[config.mk]
export PLATFORM = sky130hd
export DESIGN_NAME = pong_physics
export DESIGN_NICKNAME = d
export VERILOG_FILES = /design/src/rtl/pong_pkg.sv /design/src/rtl/pong_tick_seq.sv /design/src/rtl/pong_paddle.sv /design/src/rtl/pong_ball.sv /design/src/rtl/pong_physics.sv
export SDC_FILE = /design/constraint.sdc
export NUM_CORES = 1
export LEC_CHECK = 0
export BUFFER_PORTS_ARGS = -buffer_cell sky130_fd_sc_hd__buf_2
export CORE_MARGIN = 2
export CORE_UTILIZATION = 54
export DETAILED_ROUTE_END_ITERATION = 10
export HOLD_SLACK_MARGIN = 0.05
export PLACE_DENSITY = 0.79
export SLEW_MARGIN = 10
export SYNTH_ARGS = -nofsm -noshare
export SYNTH_HDL_FRONTEND = slang
export SYNTH_HIERARCHICAL = 1
export SYNTH_SLANG_ARGS = --single-unit
[constraint.sdc]
create_clock -name clk_i -period 5.3 [get_ports clk_i]
set_clock_uncertainty 0.15 [all_clocks]
set_input_delay 1.06 -clock clk_i [delete_from_list [all_inputs] [get_ports clk_i]]
set_output_delay 1.06 -clock clk_i [all_outputs]
set_load 0.01 [all_outputs]
[src/rtl/pong_pkg.sv]
package pong_pkg;
  localparam int unsigned FRAC = 6;

  typedef enum logic {
    SEQ_IDLE,
    SEQ_RUN
  } seq_state_e;
endpackage

[src/rtl/pong_tick_seq.sv]
module pong_tick_seq
  import pong_pkg::*;
#(
  parameter int unsigned TICKS  = 255,
  parameter int unsigned NSLOT  = 5,
  parameter int unsigned SLOT_W = 3,
  parameter int unsigned TICK_W = 8
) (
  input  logic              clk_i,
  input  logic              rst_ni,
  input  logic              start_i,
  output logic              busy_o,
  output logic [SLOT_W-1:0] slot_o,
  output logic              commit_o,
  output logic              done_o
);
  seq_state_e        state_q;
  logic [SLOT_W-1:0] slot_q;
  logic [TICK_W-1:0] tick_q;
  logic              done_q;
  logic              commit_w, last_w;

  assign commit_w = (state_q == SEQ_RUN) && (slot_q == SLOT_W'(NSLOT - 1));
  assign last_w   = commit_w && (tick_q == TICK_W'(TICKS - 1));

  always_ff @(posedge clk_i or negedge rst_ni) begin
    if (!rst_ni) begin
      state_q <= SEQ_IDLE;
      slot_q  <= '0;
      tick_q  <= '0;
      done_q  <= 1'b0;
    end else begin
      done_q <= last_w;
      case (state_q)
        SEQ_IDLE: begin
          if (start_i) begin
            state_q <= SEQ_RUN;
            slot_q  <= '0;
            tick_q  <= '0;
          end
        end
        SEQ_RUN: begin
          if (commit_w) begin
            slot_q <= '0;
            if (last_w) state_q <= SEQ_IDLE;
            else        tick_q  <= tick_q + TICK_W'(1);
          end else begin
            slot_q <= slot_q + SLOT_W'(1);
          end
        end
        default: state_q <= SEQ_IDLE;
      endcase
    end
  end

  assign busy_o   = (state_q == SEQ_RUN);
  assign slot_o   = slot_q;
  assign commit_o = commit_w;
  assign done_o   = done_q;
endmodule

[src/rtl/pong_paddle.sv]
module pong_paddle
  import pong_pkg::*;
#(
  parameter int POS_W     = 16,
  parameter int VEL_W     = 8,
  parameter int JOY_W     = 8,
  parameter int JOY_SHIFT = 4,
  parameter int Y_TOP     = 8,
  parameter int Y_BOT     = 423,
  parameter int Y_INIT    = 215
) (
  input  logic             clk_i,
  input  logic             rst_ni,
  input  logic             commit_i,
  input  logic [JOY_W-1:0] joy_i,
  output logic [POS_W-1:0] y_o,
  output logic [VEL_W-1:0] v_o
);
  localparam int VMAX = 2 ** (VEL_W - 1) - 1;
  localparam int VMIN = -VMAX - 1;
  localparam int SW   = VEL_W + 2;
  localparam int PW   = POS_W + 2;
  localparam int LO   = Y_TOP << FRAC;
  localparam int HI   = Y_BOT << FRAC;

  logic signed [JOY_W-1:0] joy_sh;
  logic signed [VEL_W-1:0] v_q, v_nxt, v_fin;
  logic        [POS_W-1:0] y_q, y_nxt;
  logic signed [SW-1:0]    v_sum;
  logic signed [PW-1:0]    y_sum;

  assign joy_sh = $signed(joy_i) >>> JOY_SHIFT;

  always_comb begin
    v_sum = SW'(v_q) + SW'(joy_sh);
    if (v_sum > SW'(VMAX))      v_nxt = VEL_W'(VMAX);
    else if (v_sum < SW'(VMIN)) v_nxt = VEL_W'(VMIN);
    else                        v_nxt = VEL_W'(v_sum);

    y_sum = $signed({2'b00, y_q}) + PW'(v_nxt);
    if (y_sum < PW'(LO)) begin
      y_nxt = POS_W'(LO);
      v_fin = '0;
    end else if (y_sum > PW'(HI)) begin
      y_nxt = POS_W'(HI);
      v_fin = '0;
    end else begin
      y_nxt = POS_W'(y_sum);
      v_fin = v_nxt;
    end
  end

  always_ff @(posedge clk_i or negedge rst_ni) begin
    if (!rst_ni) begin
      y_q <= POS_W'(Y_INIT << FRAC);
      v_q <= '0;
    end else if (commit_i) begin
      y_q <= y_nxt;
      v_q <= v_fin;
    end
  end

  assign y_o = y_q;
  assign v_o = v_q;
endmodule

[src/rtl/pong_ball.sv]
module pong_ball
  import pong_pkg::*;
#(
  parameter int POS_W    = 16,
  parameter int VEL_W    = 8,
  parameter int X_LO     = 8,
  parameter int X_HI     = 631,
  parameter int X_C      = 319,
  parameter int Y_C      = 239,
  parameter int SERVE_VX = 96,
  parameter int SERVE_VY = 40
) (
  input  logic             clk_i,
  input  logic             rst_ni,
  input  logic             slot_en_i,
  input  logic             commit_i,
  input  logic [POS_W-1:0] box_l_i,
  input  logic [POS_W-1:0] box_r_i,
  input  logic [POS_W-1:0] box_t_i,
  input  logic [POS_W-1:0] box_b_i,
  output logic [POS_W-1:0] x_o,
  output logic [POS_W-1:0] y_o,
  output logic [VEL_W-1:0] vx_o,
  output logic [VEL_W-1:0] vy_o,
  output logic [1:0]       point_o
);
  localparam int PW = POS_W + 2;

  logic        [POS_W-1:0] x_q, y_q;
  logic signed [VEL_W-1:0] vx_q, vy_q;
  logic                    fx_q, fy_q;
  logic signed [PW-1:0]    nx, ny;
  logic                    in_box, out_x, out_y, fx_now, fy_now;
  logic                    left_out, right_out;

  always_comb begin
    nx     = $signed({2'b00, x_q}) + PW'(vx_q);
    ny     = $signed({2'b00, y_q}) + PW'(vy_q);
    in_box = (nx >= $signed({2'b00, box_l_i})) && (nx <= $signed({2'b00, box_r_i})) &&
             (ny >= $signed({2'b00, box_t_i})) && (ny <= $signed({2'b00, box_b_i}));
    out_x  = (x_q < box_l_i) || (x_q > box_r_i);
    out_y  = (y_q < box_t_i) || (y_q > box_b_i);
    // hits accumulate per axis; a second hit on the same axis is absorbed
    fx_now = fx_q | (slot_en_i & in_box & out_x);
    fy_now = fy_q | (slot_en_i & in_box & out_y);
    left_out  = !fx_now && (nx < PW'(X_LO << FRAC));
    right_out = !fx_now && (nx > PW'(X_HI << FRAC));
  end

  assign point_o = {commit_i & left_out, commit_i & right_out};

  always_ff @(posedge clk_i or negedge rst_ni) begin
    if (!rst_ni) begin
      x_q  <= POS_W'(X_C << FRAC);
      y_q  <= POS_W'(Y_C << FRAC);
      vx_q <= VEL_W'(SERVE_VX);
      vy_q <= VEL_W'(SERVE_VY);
      fx_q <= 1'b0;
      fy_q <= 1'b0;
    end else if (commit_i) begin
      fx_q <= 1'b0;
      fy_q <= 1'b0;
      if (left_out || right_out) begin
        x_q  <= POS_W'(X_C << FRAC);
        y_q  <= POS_W'(Y_C << FRAC);
        vx_q <= VEL_W'(SERVE_VX);
        vy_q <= VEL_W'(SERVE_VY);
      end else begin
        if (fx_now) vx_q <= -vx_q;
        else        x_q  <= POS_W'(nx);
        if (fy_now) vy_q <= -vy_q;
        else        y_q  <= POS_W'(ny);
      end
    end else if (slot_en_i) begin
      fx_q <= fx_now;
      fy_q <= fy_now;
    end
  end

  assign x_o  = x_q;
  assign y_o  = y_q;
  assign vx_o = vx_q;
  assign vy_o = vy_q;
endmodule

[src/rtl/pong_physics.sv]
module pong_physics
  import pong_pkg::*;
#(
  parameter int POS_W     = 16,
  parameter int VEL_W     = 8,
  parameter int JOY_W     = 8,
  parameter int JOY_SHIFT = 4,
  parameter int SCORE_W   = 8,
  parameter int TICKS     = 255,
  parameter int N_OBS     = 3,
  parameter int X_LO      = 8,
  parameter int X_HI      = 631,
  parameter int Y_LO      = 8,
  parameter int Y_HI      = 471,
  parameter int PAD_W     = 8,
  parameter int PAD_H     = 48,
  parameter int PAD0_X    = 16,
  parameter int PAD1_X    = 616,
  parameter int SERVE_VX  = 96,
  parameter int SERVE_VY  = 40,
  localparam int NSLOT    = N_OBS + 2,
  localparam int SLOT_W   = $clog2(NSLOT)
) (
  input  logic               clk_i,
  input  logic               rst_ni,
  input  logic               start_i,
  input  logic [JOY_W-1:0]   joy0_i,
  input  logic [JOY_W-1:0]   joy1_i,
  output logic [SLOT_W-1:0]  obs_idx_o,
  input  logic [POS_W-1:0]   obs_left_i,
  input  logic [POS_W-1:0]   obs_right_i,
  input  logic [POS_W-1:0]   obs_top_i,
  input  logic [POS_W-1:0]   obs_bottom_i,
  output logic [POS_W-1:0]   ball_x_o,
  output logic [POS_W-1:0]   ball_y_o,
  output logic [VEL_W-1:0]   ball_vx_o,
  output logic [VEL_W-1:0]   ball_vy_o,
  output logic [POS_W-1:0]   pad0_y_o,
  output logic [VEL_W-1:0]   pad0_v_o,
  output logic [POS_W-1:0]   pad1_y_o,
  output logic [VEL_W-1:0]   pad1_v_o,
  output logic [SCORE_W-1:0] score0_o,
  output logic [SCORE_W-1:0] score1_o,
  output logic               busy_o,
  output logic               done_o
);
  localparam int TICK_W = $clog2(TICKS + 1);
  localparam int X_C    = (X_LO + X_HI) / 2;
  localparam int Y_C    = (Y_LO + Y_HI) / 2;

  logic              busy_w, commit_w;
  logic [SLOT_W-1:0] slot_w;
  logic [1:0]        point_w;
  logic [JOY_W-1:0]  joy_w   [2];
  logic [POS_W-1:0]  pad_y_w [2];
  logic [VEL_W-1:0]  pad_v_w [2];
  logic [POS_W-1:0]  pad_l_w [2];
  logic [POS_W-1:0]  pad_r_w [2];
  logic [POS_W-1:0]  pad_b_w [2];
  logic [SCORE_W-1:0] score_q [2];
  logic [POS_W-1:0]  box_l, box_r, box_t, box_b;

  assign joy_w[0] = joy0_i;
  assign joy_w[1] = joy1_i;

  pong_tick_seq #(
    .TICKS (TICKS),
    .NSLOT (NSLOT),
    .SLOT_W(SLOT_W),
    .TICK_W(TICK_W)
  ) i_seq (
    .clk_i   (clk_i),
    .rst_ni  (rst_ni),
    .start_i (start_i),
    .busy_o  (busy_w),
    .slot_o  (slot_w),
    .commit_o(commit_w),
    .done_o  (done_o)
  );

  for (genvar g = 0; g < 2; g++) begin : g_side
    localparam int PX = (g == 0) ? PAD0_X : PAD1_X;

    pong_paddle #(
      .POS_W    (POS_W),
      .VEL_W    (VEL_W),
      .JOY_W    (JOY_W),
      .JOY_SHIFT(JOY_SHIFT),
      .Y_TOP    (Y_LO),
      .Y_BOT    (Y_HI - PAD_H),
      .Y_INIT   (Y_C - PAD_H / 2)
    ) i_paddle (
      .clk_i   (clk_i),
      .rst_ni  (rst_ni),
      .commit_i(commit_w),
      .joy_i   (joy_w[g]),
      .y_o     (pad_y_w[g]),
      .v_o     (pad_v_w[g])
    );

    assign pad_l_w[g] = POS_W'(PX << FRAC);
    assign pad_r_w[g] = POS_W'((PX + PAD_W) << FRAC);
    assign pad_b_w[g] = pad_y_w[g] + POS_W'(PAD_H << FRAC);

    always_ff @(posedge clk_i or negedge rst_ni) begin
      if (!rst_ni)         score_q[g] <= '0;
      else if (point_w[g]) score_q[g] <= score_q[g] + SCORE_W'(1);
    end
  end

  // stream: external obstacles first, then paddle 0, then paddle 1
  always_comb begin
    if (slot_w < SLOT_W'(N_OBS)) begin
      box_l = obs_left_i;
      box_r = obs_right_i;
      box_t = obs_top_i;
      box_b = obs_bottom_i;
    end else if (slot_w == SLOT_W'(N_OBS)) begin
      box_l = pad_l_w[0];
      box_r = pad_r_w[0];
      box_t = pad_y_w[0];
      box_b = pad_b_w[0];
    end else begin
      box_l = pad_l_w[1];
      box_r = pad_r_w[1];
      box_t = pad_y_w[1];
      box_b = pad_b_w[1];
    end
  end

  pong_ball #(
    .POS_W   (POS_W),
    .VEL_W   (VEL_W),
    .X_LO    (X_LO),
    .X_HI    (X_HI),
    .X_C     (X_C),
    .Y_C     (Y_C),
    .SERVE_VX(SERVE_VX),
    .SERVE_VY(SERVE_VY)
  ) i_ball (
    .clk_i    (clk_i),
    .rst_ni   (rst_ni),
    .slot_en_i(busy_w),
    .commit_i (commit_w),
    .box_l_i  (box_l),
    .box_r_i  (box_r),
    .box_t_i  (box_t),
    .box_b_i  (box_b),
    .x_o      (ball_x_o),
    .y_o      (ball_y_o),
    .vx_o     (ball_vx_o),
    .vy_o     (ball_vy_o),
    .point_o  (point_w)
  );

  assign obs_idx_o = slot_w;
  assign pad0_y_o  = pad_y_w[0];
  assign pad0_v_o  = pad_v_w[0];
  assign pad1_y_o  = pad_y_w[1];
  assign pad1_v_o  = pad_v_w[1];
  assign score0_o  = score_q[0];
  assign score1_o  = score_q[1];
  assign busy_o    = busy_w;
endmodule

==> flow_summary.ini, run 1 <==
[floorplan]
start_util_pct = 54.6
die_height_um = 169
die_area_um2 = 28400
dieWidth_um = 169
core_footprint_um2 = 26800
core.rowCount = 60
io-pin-count = 200

[layout]
final_cell_area_um2 = 18300
finish.net_count = 2334
final_util_pct = 68.3
area_delta_synth_final_pct = 25.0
filler_cell_count = 2175
diodes = 0
drive_above_1_share_pct = 29.2

[cts]
tritoncts.num_buffers = 17
clock-root-buffer = sky130_fd_sc_hd__clkbuf_16
insertion_delay_ns = 0.43
cts_tree = done
cts-root-to-sink-buffers = 2
h-tree-depth = 4
cts.reportedPaths.clkPinSlew_ns = 0.06
clock_sink_count = 125
cts_hold_buffers = 0

[yosys]
synth_area_um2 = 14600
synthArstFlopShare_pct = 100
post-synth-top-count-cell = sky130_fd_sc_hd__ha_1
synth_common_cells = 221 x sky130_fd_sc_hd__ha_1, 160 x sky130_fd_sc_hd__inv_1, 139 x sky130_fd_sc_hd__a21oi_1, 129 x sky130_fd_sc_hd__nor2_1, 99 x sky130_fd_sc_hd__nand2_1
count_of_flip_flops_with_a_built_in_enable_after_synthesis = 0
synthFlopType = sky130_fd_sc_hd__dfrtp_1
syn_area_per_cell_um2 = 8.65
synth_seq_cells = 125
synth_top_cell_by_area = sky130_fd_sc_hd__ha_1
area_fraction_of_the_dominant_cell_type_after_synthesis_pct = 18.9
synth_area_leaders = sky130_fd_sc_hd__ha_1 19%, sky130_fd_sc_hd__dfrtp_1 16%, sky130_fd_sc_hd__dfstp_2 5.4%
ys_seq_area_share_pct = 21.6
synth.distinct_cells = 107
netlist_instances = 1692
synth-warning-count = 6

[detailed_routing]
dr.max_layer_used = met4
wl_met1_um = 19300
detailroute.via_count = 14793
detail_route.wirelength_um = 46400
route.met2.wl_um = 22000
wire_per_inst_um = 19.5
detailedRoute.firstPassIterationCount = 7
route.met3.wl_um = 3560
avgViaCountPerCell = 6.22
drc = 0
detailedRoute.firstIterationViolations = 1050
ant_nets = 0

[setup_path]
cp_slowest_stage_delay_ns = 0.44
critPathRequiredTime_ns = 5.46
worstPathCellList = buf_2, ha_4, a21o_1, a211oi_2, nor2_2, o41ai_4, buf_4, xor2_2, nor2_4, a21oi_2, inv_2, ha_4, o211ai_1, o21a_1, a2111oi_4, buf_4, o211ai_4, and3_4, nor3_4, o41ai_4, buf_4, buf_4, o221a_1
critical_path.slowest_cell = sky130_fd_sc_hd__a2111oi_4
maximum_fanout_count_along_the_critical_path = 7
path_class = primary input to flip-flop
critical_path_buf_inv_count = 6
most_common_cell_type_on_the_critical_path = sky130_fd_sc_hd__buf_4
worst_path_dominant_cell_family = compound AO/OA/AOI/OAI gates
worst_ep_arrival_time_ns = 5.35
startpoint_type = primary input
cp-end-kind = flip-flop

[sta]
slew-limit-headroom_pct = 39.7
totalNegativeSetupSlack_ns = 0
final.min_clock_period_ns = 5.19
finalCritPeriodShare_pct = 97.9
timing_limited_maximum_frequency_ghz = 0.193
setup_viol = 0
maxSlewViolCount = 0
hold_ws_ns = 0.331
final-hold-violation-count = 0
worst-slew-pin-transition_ns = 0.905
grt_setup_unrepaired = yes

[outcome]
outcome = finished clean

[global_route]
grt.total_usage_pct = 31.1
pin_count_of_the_biggest_net_entering_global_routing = 91
via_count_of_the_first_global_routing_pass = 14064
antenna_found_initial = 1
grt_overflow_total = 0
first_pass_grt_wire_length_um = 71200

[placed_design]
finalWeightedCongestion = 0.958
port_buffers = 189
place_hpwl_um = 35500
placedInstanceArea_um2 = 17100

[run]
drv.max_cap_violation_count = 0

[min_path]
hp-class = flip-flop to flip-flop
## layer usage
metal / track usage [%] / vias to the layer above
li1: - / 7011
met1: 39.7 / 7057
met2: 52.8 / 598
met3: 5.99 / 127
met4: 10.5 / 0
met5: 0 / -
## cells in the final DEF, fill, tap and decap left out, types with 10 or more instances in the layout
master                      instances
sky130_fd_sc_hd__a211oi_1          19
sky130_fd_sc_hd__a211oi_2          11
sky130_fd_sc_hd__a21o_1            37
sky130_fd_sc_hd__a21oi_1          127
sky130_fd_sc_hd__a21oi_2           15
sky130_fd_sc_hd__a31oi_1           13
sky130_fd_sc_hd__and2_1            12
sky130_fd_sc_hd__and3_1            35
sky130_fd_sc_hd__buf_2            187
sky130_fd_sc_hd__buf_4            158
sky130_fd_sc_hd__clkbuf_16         20
sky130_fd_sc_hd__dfrtp_1           94
sky130_fd_sc_hd__dfstp_2           30
sky130_fd_sc_hd__ha_1             209
sky130_fd_sc_hd__ha_4              11
sky130_fd_sc_hd__inv_1            156
sky130_fd_sc_hd__mux2i_1           11
sky130_fd_sc_hd__nand2_1           96
sky130_fd_sc_hd__nand2b_1          12
sky130_fd_sc_hd__nand3_1           41
sky130_fd_sc_hd__nand4_1           36
sky130_fd_sc_hd__nor2_1           124
sky130_fd_sc_hd__nor2b_1           15
sky130_fd_sc_hd__nor3_1            38
sky130_fd_sc_hd__o211ai_1          19
sky130_fd_sc_hd__o21a_1            25
sky130_fd_sc_hd__o21ai_0           69
sky130_fd_sc_hd__o21ai_1           19
sky130_fd_sc_hd__o22a_1            10
sky130_fd_sc_hd__o22ai_1           10
sky130_fd_sc_hd__o2bb2ai_1         12
sky130_fd_sc_hd__o32ai_2           21
sky130_fd_sc_hd__or3_1             15
sky130_fd_sc_hd__xnor2_1           48
sky130_fd_sc_hd__xor2_1            24
## final cells by class
type,instances,area (um2),area share [%]
multi-input cells,1363,11200,61.2
flip-flops and latches,125,3170,17.3
repair buffers,354,2280,12.5
inverters,163,622,3.40
clock buffers,19,433,2.37
well taps,341,427,2.33
clock inverters,13,159,0.869
## metrics by stage
step           instances  setup slack [ns]
6_report            2378             0.109
5_1_grt             2378           -0.0919
4_1_cts             2355            0.0172
3_5_place_dp        2323            -0.555
3_3_place_gp        2323            -0.341
2_1_floorplan       1694           -0.0595
## cells by family after synthesis
kind of cell / after synthesis / share of synthesized area [%]
flops: 125 / 21.6
compound gates: 554 / 29.7
xor+xnor: 81 / 5.05
other cells: 2 / 0.0513
mux: 21 / 1.54
fa+ha+maj: 227 / 19.7
buf+inv: 208 / 5.85
simple gates: 474 / 16.4
## state kept, by name (all words and copies together), names as in the netlist, 3 cells and up
name                 count
g_side.i_paddle/y_o     32
score0_o                 8
g_side.i_paddle/v_o     16
score1_o                 8
i_ball/y_o              16
i_ball/vy_o              7
i_seq/tick_q             8
i_seq/slot_o             3
i_ball/vx_o              7
i_ball/x_o              16
## worst paths after layout
check / slack (ns) / start / cells after the start / to
hold reg to reg: 0.33 / score0_o[7] / 1 / score0_o[7]
setup / recovery: 0.11 / joy0_i[5] / 23 / g_side[0].i_paddle/y_o[9]
max in group asynchronous: 3.43 / rst_ni / 2 / g_side[1].i_paddle/y_o[10]
min in group asynchronous: 0.53 / rst_ni / 1 / g_side[0].i_paddle/v_o[6]
hold / removal: 0.33 / score0_o[7] / 1 / score0_o[7]
setup reg to reg: 0.13 / i_ball/y_o[1] / 18 / i_ball/vy_o[4]
## timing repair
action,4_1_cts,5_1_grt
gates resized for setup,4,69
gates cloned,0,5
buffers inserted,0,19
endpoints found under the setup margin,17,96
pin swaps,1,31
Power of run 1 is not shown: default switching activity piles up to over one toggle a cycle in this logic, so the estimate is an artifact.
==> run 2, diff against run 1 <==
--- a/config.mk
+++ b/config.mk
@@ -14,5 +14,4 @@
 export SLEW_MARGIN = 10
 export SYNTH_ARGS = -nofsm -noshare
 export SYNTH_HDL_FRONTEND = slang
-export SYNTH_HIERARCHICAL = 1
 export SYNTH_SLANG_ARGS = --single-unit
==> flow_summary.ini, run 2 <==
[outcome]
outcome = complete, but fails checks
failed_checks = negative setup slack

[setup_path]
startpoint_type = primary input
worstPathCellList = buf_8, ha_4, a21o_1, a21o_1, a21o_1, a21oi_2, o21ai_2, xor2_2, nor2_4, nor2_4, ha_4, fa_2, a211o_4, a21oi_4, or2_4, nand3_2, a211oi_2, buf_4, a211oi_1, and4b_2, nor3_4, buf_4, o211ai_1, o211ai_1
timing.reg2reg.worst_path_depth = 21
worst_ep_arrival_time_ns = 5.62
critPathRequiredTime_ns = 5.50
cp-end-kind = flip-flop
cp_slowest_stage_delay_ns = 0.40
worst_path_dominant_cell_family = compound AO/OA/AOI/OAI gates
path_class = primary input to flip-flop
regToRegSetupSlack_ns = -0.03
rr_startpoint = i_seq.slot_o[0]
critical_path_buf_inv_count = 3
critical_path.slowest_cell = sky130_fd_sc_hd__fa_2
most_common_cell_type_on_the_critical_path = sky130_fd_sc_hd__a21o_1
rr_endpoint = i_ball.y_o[5]
maximum_fanout_count_along_the_critical_path = 7

[layout]
finish.cell_count_without_fillers = 2219
largest_reg_flops = 32
area_delta_synth_final_pct = 35.1
finish.net_count = 2174
drive_above_1_share_pct = 36.9
final_cell_area_um2 = 17700
final_cell_mix = 254 x sky130_fd_sc_hd__buf_4, 185 x sky130_fd_sc_hd__ha_1, 185 x sky130_fd_sc_hd__buf_2
diodes = 0
mostFrequentLayoutCell = sky130_fd_sc_hd__buf_4

[floorplan]
core_footprint_um2 = 23600
die_height_um = 160
die_area_um2 = 25500
core.rowCount = 56
start_util_pct = 55.3
dieWidth_um = 160
io-pin-count = 200

[placed_design]
finalWeightedCongestion = 1.02
placedCellCount = 2160
port_buffers = 189
placedInstanceArea_um2 = 16200
place_hpwl_um = 32900

[detailed_routing]
avgViaCountPerCell = 6.23
wire_per_inst_um = 19.5
drc = 0
detailroute.via_count = 13817
detail_route.wirelength_um = 43300
detailedRoute.firstIterationViolations = 988
ant_nets = 0
detailedRoute.firstPassIterationCount = 5

[cts]
h-tree-depth = 4
clock-root-buffer = sky130_fd_sc_hd__clkbuf_16
clock_sink_count = 125
cts-root-to-sink-buffers = 2
cts.reportedPaths.clkPinSlew_ns = 0.07
cts_hold_buffers = 0
insertion_delay_ns = 0.44
tritoncts.num_buffers = 17
cts_tree = done

[yosys]
synth_top_cell_by_area = sky130_fd_sc_hd__ha_1
synthArstFlopShare_pct = 100
syn_area_per_cell_um2 = 8.89
area_fraction_of_the_dominant_cell_type_after_synthesis_pct = 19.1
post-synth-top-count-cell = sky130_fd_sc_hd__ha_1
synth.distinct_cells = 107
synth_area_leaders = sky130_fd_sc_hd__ha_1 19%, sky130_fd_sc_hd__dfrtp_1 18%, sky130_fd_sc_hd__dfstp_2 6.0%
synthFlopType = sky130_fd_sc_hd__dfrtp_1
count_of_flip_flops_with_a_built_in_enable_after_synthesis = 0
synth_area_um2 = 13100
synth_seq_cells = 125
netlist_instances = 1470
synth-warning-count = 0
ys_seq_area_share_pct = 24.2
synth_common_cells = 199 x sky130_fd_sc_hd__ha_1, 114 x sky130_fd_sc_hd__nand2_1, 104 x sky130_fd_sc_hd__nor2_1, 96 x sky130_fd_sc_hd__a21oi_1, 95 x sky130_fd_sc_hd__dfrtp_1

[global_route]
antenna_found_initial = 0
grt.total_usage_pct = 32.2
grt_overflow_total = 0
via_count_of_the_first_global_routing_pass = 13462
first_pass_grt_wire_length_um = 67100
pin_count_of_the_biggest_net_entering_global_routing = 81

[sta]
fin_ws_ns = -0.116
grt_setup_unrepaired = yes
final.min_clock_period_ns = 5.42
maxSlewViolCount = 0
worst-slew-pin-transition_ns = 0.912
timing_limited_maximum_frequency_ghz = 0.185
slew-limit-headroom_pct = 37.5
final-hold-violation-count = 0
setup_viol = 33
finalCritPeriodShare_pct = 102

[min_path]
timing.hold.worst_endpoint = score0_o[7]
hp-class = flip-flop to flip-flop
holdCritStartpoint = score0_o[7]
whs_path_depth = 1

[run]
drv.max_cap_violation_count = 0
[run 2: cell count changes after synthesis, sizes merged, moves of 17 or more]
cell and change:
ha -22, inv -119, and3 -18, nand2 +17, a32o +25, mux2i +17
o32ai -28, a21oi -46, nor2 -24
[run 2: per-stage QoR]
step / hold slack [ns] / setup WS, ns / TNS [ns] / utilization (%)
3_5_place_dp: 0.309 / -0.655 / -24.76 / 68.5
3_3_place_gp: 0.307 / -0.531 / -19.75 / 68.5
6_report: 0.313 / -0.116 / -1.99 / 74.8
4_1_cts: 0.321 / 0.0000915 / 0 / 71.6
5_1_grt: 0.348 / -0.262 / -8.71 / 74.8
2_1_floorplan: 0.347 / -0.242 / -4.43 / -
[run 2: cell type report]
cell class / count / area, um2
fill: 1674 / 5960
sequential: 125 / 3170
clock inverter: 14 / 160
multi-input combinational: 1249 / 10300
clock buffer: 17 / 425
tap: 319 / 399
inverter: 42 / 158
timing repair buffer: 453 / 3040
[run 2: repair_timing]
| item | CTS | global route |
|---|---|---|
| gates cloned | 0 | 1 |
| pin swaps | 24 | 63 |
| buffers inserted | 5 | 23 |
| endpoints found under the setup margin | 81 | 104 |
| gates resized for setup | 25 | 123 |
[run 2: logic make-up (layout without fill, tap and decap cells)]
logic type	after synthesis	after routing	synth area share [%]
compound gates	469	469	26.2
xor+xnor	82	82	5.50
buf+inv	98	526	3.46
fa+ha+maj	203	203	19.7
flops	125	125	24.2
other cells	1	2	0.0287
mux	33	33	2.59
simple gates	459	460	18.3
[run 2: layer usage]
layer | share of wire, % | global-route usage [%] | vias to the layer above
li1 | - | - | 6433
met2 | 49 | 55.1 | 570
met4 | 4.3 | 14.1 | 0
met5 | 0 | 0 | -
met1 | 41 | 40.2 | 6688
met3 | 6.4 | 4.71 | 126
[run 2: worst max path at each step]
stage | startpoint | end | slack, ns | cells past startpoint
after global placement | joy0_i[5] | g_side[0].i_paddle.y_o[1] | -0.53 | 22
after global routing | joy1_i[5] | g_side[1].i_paddle.y_o[0] | -0.26 | 23
final | joy1_i[5] | g_side[1].i_paddle.y_o[10] | -0.12 | 24
after CTS | joy0_i[5] | g_side[0].i_paddle.y_o[11] | 0.00009 | 23
after detailed placement | joy0_i[5] | g_side[0].i_paddle.y_o[4] | -0.65 | 22
after floorplan | joy0_i[4] | g_side[0].i_paddle.y_o[11] | -0.24 | 21
Power of run 2 is left out for the same reason.
==> run 3, diff against run 2 <==
--- a/config.mk
+++ b/config.mk
@@ -6,6 +6,7 @@
 export NUM_CORES = 1
 export LEC_CHECK = 0
 export BUFFER_PORTS_ARGS = -buffer_cell sky130_fd_sc_hd__buf_2
+export CAP_MARGIN = 10
 export CORE_MARGIN = 2
 export CORE_UTILIZATION = 54
 export DETAILED_ROUTE_END_ITERATION = 10
==> constraint.sdc (replaced) <==
create_clock -name clk_i -period 5.3 [get_ports clk_i]
set_clock_uncertainty 0.15 [all_clocks]
set_input_delay 0.795 -clock clk_i [delete_from_list [all_inputs] [get_ports clk_i]]
set_output_delay 0.795 -clock clk_i [all_outputs]
set_load 0.01 [all_outputs]
==> flow_summary.ini, run 3 (synthesis results as in run 2) <==
[outcome]
outcome = complete, but fails checks
failed_checks = negative setup slack

[cts]
h-tree-depth = 4
insertion_delay_ns = 0.44
cts.reportedPaths.clkPinSlew_ns = 0.07
clock-root-buffer = sky130_fd_sc_hd__clkbuf_16
cts_tree = done
tritoncts.num_buffers = 17
cts-root-to-sink-buffers = 2
clock_sink_count = 125

[setup_path]
rr_startpoint = g_side[0].i_paddle.v_o[1]
path_class = flip-flop to flip-flop
critPathRequiredTime_ns = 5.47
regToRegSetupSlack_ns = -0.06
timing.reg2reg.worst_path_depth = 23
worst_ep_arrival_time_ns = 5.52
maximum_fanout_count_along_the_critical_path = 7
setup.worst_path.start = g_side[0].i_paddle.v_o[1]
startpoint_type = flip-flop
rr_endpoint = g_side[0].i_paddle.v_o[3]
endpoint = g_side[0].i_paddle.v_o[3]
cp-end-kind = flip-flop

[placed_design]
place_hpwl_um = 33400
finalWeightedCongestion = 1.01
placedCellCount = 2154
port_buffers = 189

[detailed_routing]
ant_nets = 0
detailedRoute.firstPassIterationCount = 5
detail_route.wirelength_um = 43700
detailedRoute.firstIterationViolations = 1096
drc = 0
wire_per_inst_um = 19.9
detailroute.via_count = 13693
avgViaCountPerCell = 6.22

[sta]
worst-slew-pin-transition_ns = 0.928
timing_limited_maximum_frequency_ghz = 0.187
fin_ws_ns = -0.0554
slew-limit-headroom_pct = 38.2
maxSlewViolCount = 0
final-hold-violation-count = 0
grt_setup_unrepaired = yes
final.min_clock_period_ns = 5.36
finalCritPeriodShare_pct = 101
setup_viol = 13

[layout]
mostFrequentLayoutCell = sky130_fd_sc_hd__buf_4
final_cell_mix = 243 x sky130_fd_sc_hd__buf_4, 189 x sky130_fd_sc_hd__ha_1, 187 x sky130_fd_sc_hd__buf_2
drive_above_1_share_pct = 34.7
area_delta_synth_final_pct = 31.8
finish.net_count = 2156
finish.cell_count_without_fillers = 2203
final_util_pct = 73.0
largest_reg_flops = 32

[global_route]
pin_count_of_the_biggest_net_entering_global_routing = 93
antenna_found_initial = 0
first_pass_grt_wire_length_um = 67900
grt.total_usage_pct = 32.9
grt_overflow_total = 0
via_count_of_the_first_global_routing_pass = 13301

[floorplan]
io-pin-count = 200
dieWidth_um = 160
start_util_pct = 55.3
die_area_um2 = 25500
core.rowCount = 56
core_footprint_um2 = 23600
die_height_um = 160

[min_path]
hp-class = primary input to asynchronous set/reset pin

[run]
drv.max_cap_violation_count = 0
==> run 3: metrics by stage <==
step / hold WS, ns / instance area, um2 / TNS, ns / setup WS, ns
finish: 0.285 / 17200 / -0.271 / -0.0554
global route: 0.342 / 17200 / -4.23 / -0.225
CTS: 0.328 / 16700 / 0 / 0.0184
detailed placement: 0.320 / 16000 / -17.47 / -0.445
global placement: 0.306 / 16000 / -10.28 / -0.265
floorplan: 0.347 / 13200 / 0 / 0.00300
==> run 3: worst min-delay path by stage <==
stage	to	slack, ns	depth (start not counted)
final	i_ball.y_o[3]	0.28	1
after detailed placement	score1_o[7]	0.32	1
after global routing	score1_o[7]	0.34	1
after CTS	score1_o[7]	0.33	1
after global placement	score1_o[7]	0.31	1
after floorplan	g_side[0].i_paddle.v_o[0]	0.35	0
==> run 3: routing by layer <==
metal / routed length [um] / up-vias / GRT usage [%] / part of all wire (%)
li1: - / 6422 / - / -
met2: 21100 / 505 / 55.6 / 48
met1: 18100 / 6644 / 41.4 / 41
met5: 0 / - / 0 / 0
met4: 1990 / 0 / 15.2 / 4.5
met3: 2580 / 122 / 4.74 / 5.9
==> run 3: what timing repair did <==
action,4_1_cts,5_1_grt
pin swaps,8,39
buffers inserted,3,13
gates resized for setup,14,92
hold buffers,0,0
endpoints found under the setup margin,41,89
==> run 3: final cells by class <==
class	instances	area, um2
fill	1767	6390
multi-input combinational	1248	10000
clock buffer	17	425
sequential	125	3170
inverter	42	158
antenna	1	2.50
clock inverter	15	170
timing repair buffer	436	2860
tap	319	399
==> run 3: critical path, cell delays in order, from the launching register on <==
cell	delay, ns
sky130_fd_sc_hd__dfrtp_2	0.45
sky130_fd_sc_hd__ha_4	0.24
sky130_fd_sc_hd__a21o_1	0.17
sky130_fd_sc_hd__a21oi_2	0.15
sky130_fd_sc_hd__o21bai_1	0.11
sky130_fd_sc_hd__a21oi_2	0.20
sky130_fd_sc_hd__o21ai_2	0.10
sky130_fd_sc_hd__xor2_2	0.21
sky130_fd_sc_hd__buf_4	0.16
sky130_fd_sc_hd__nor2_4	0.16
sky130_fd_sc_hd__buf_4	0.16
sky130_fd_sc_hd__a21oi_1	0.07
sky130_fd_sc_hd__ha_1	0.22
sky130_fd_sc_hd__or3_1	0.39
sky130_fd_sc_hd__o22ai_1	0.33
sky130_fd_sc_hd__nor3_1	0.15
sky130_fd_sc_hd__o31ai_1	0.28
sky130_fd_sc_hd__a22oi_1	0.18
sky130_fd_sc_hd__a2111oi_4	0.41
sky130_fd_sc_hd__nand4_1	0.21
sky130_fd_sc_hd__buf_4	0.19
sky130_fd_sc_hd__o21ai_4	0.20
sky130_fd_sc_hd__o21ai_4	0.13
sky130_fd_sc_hd__a22o_1	0.22
Power of run 3 is left out for the same reason.
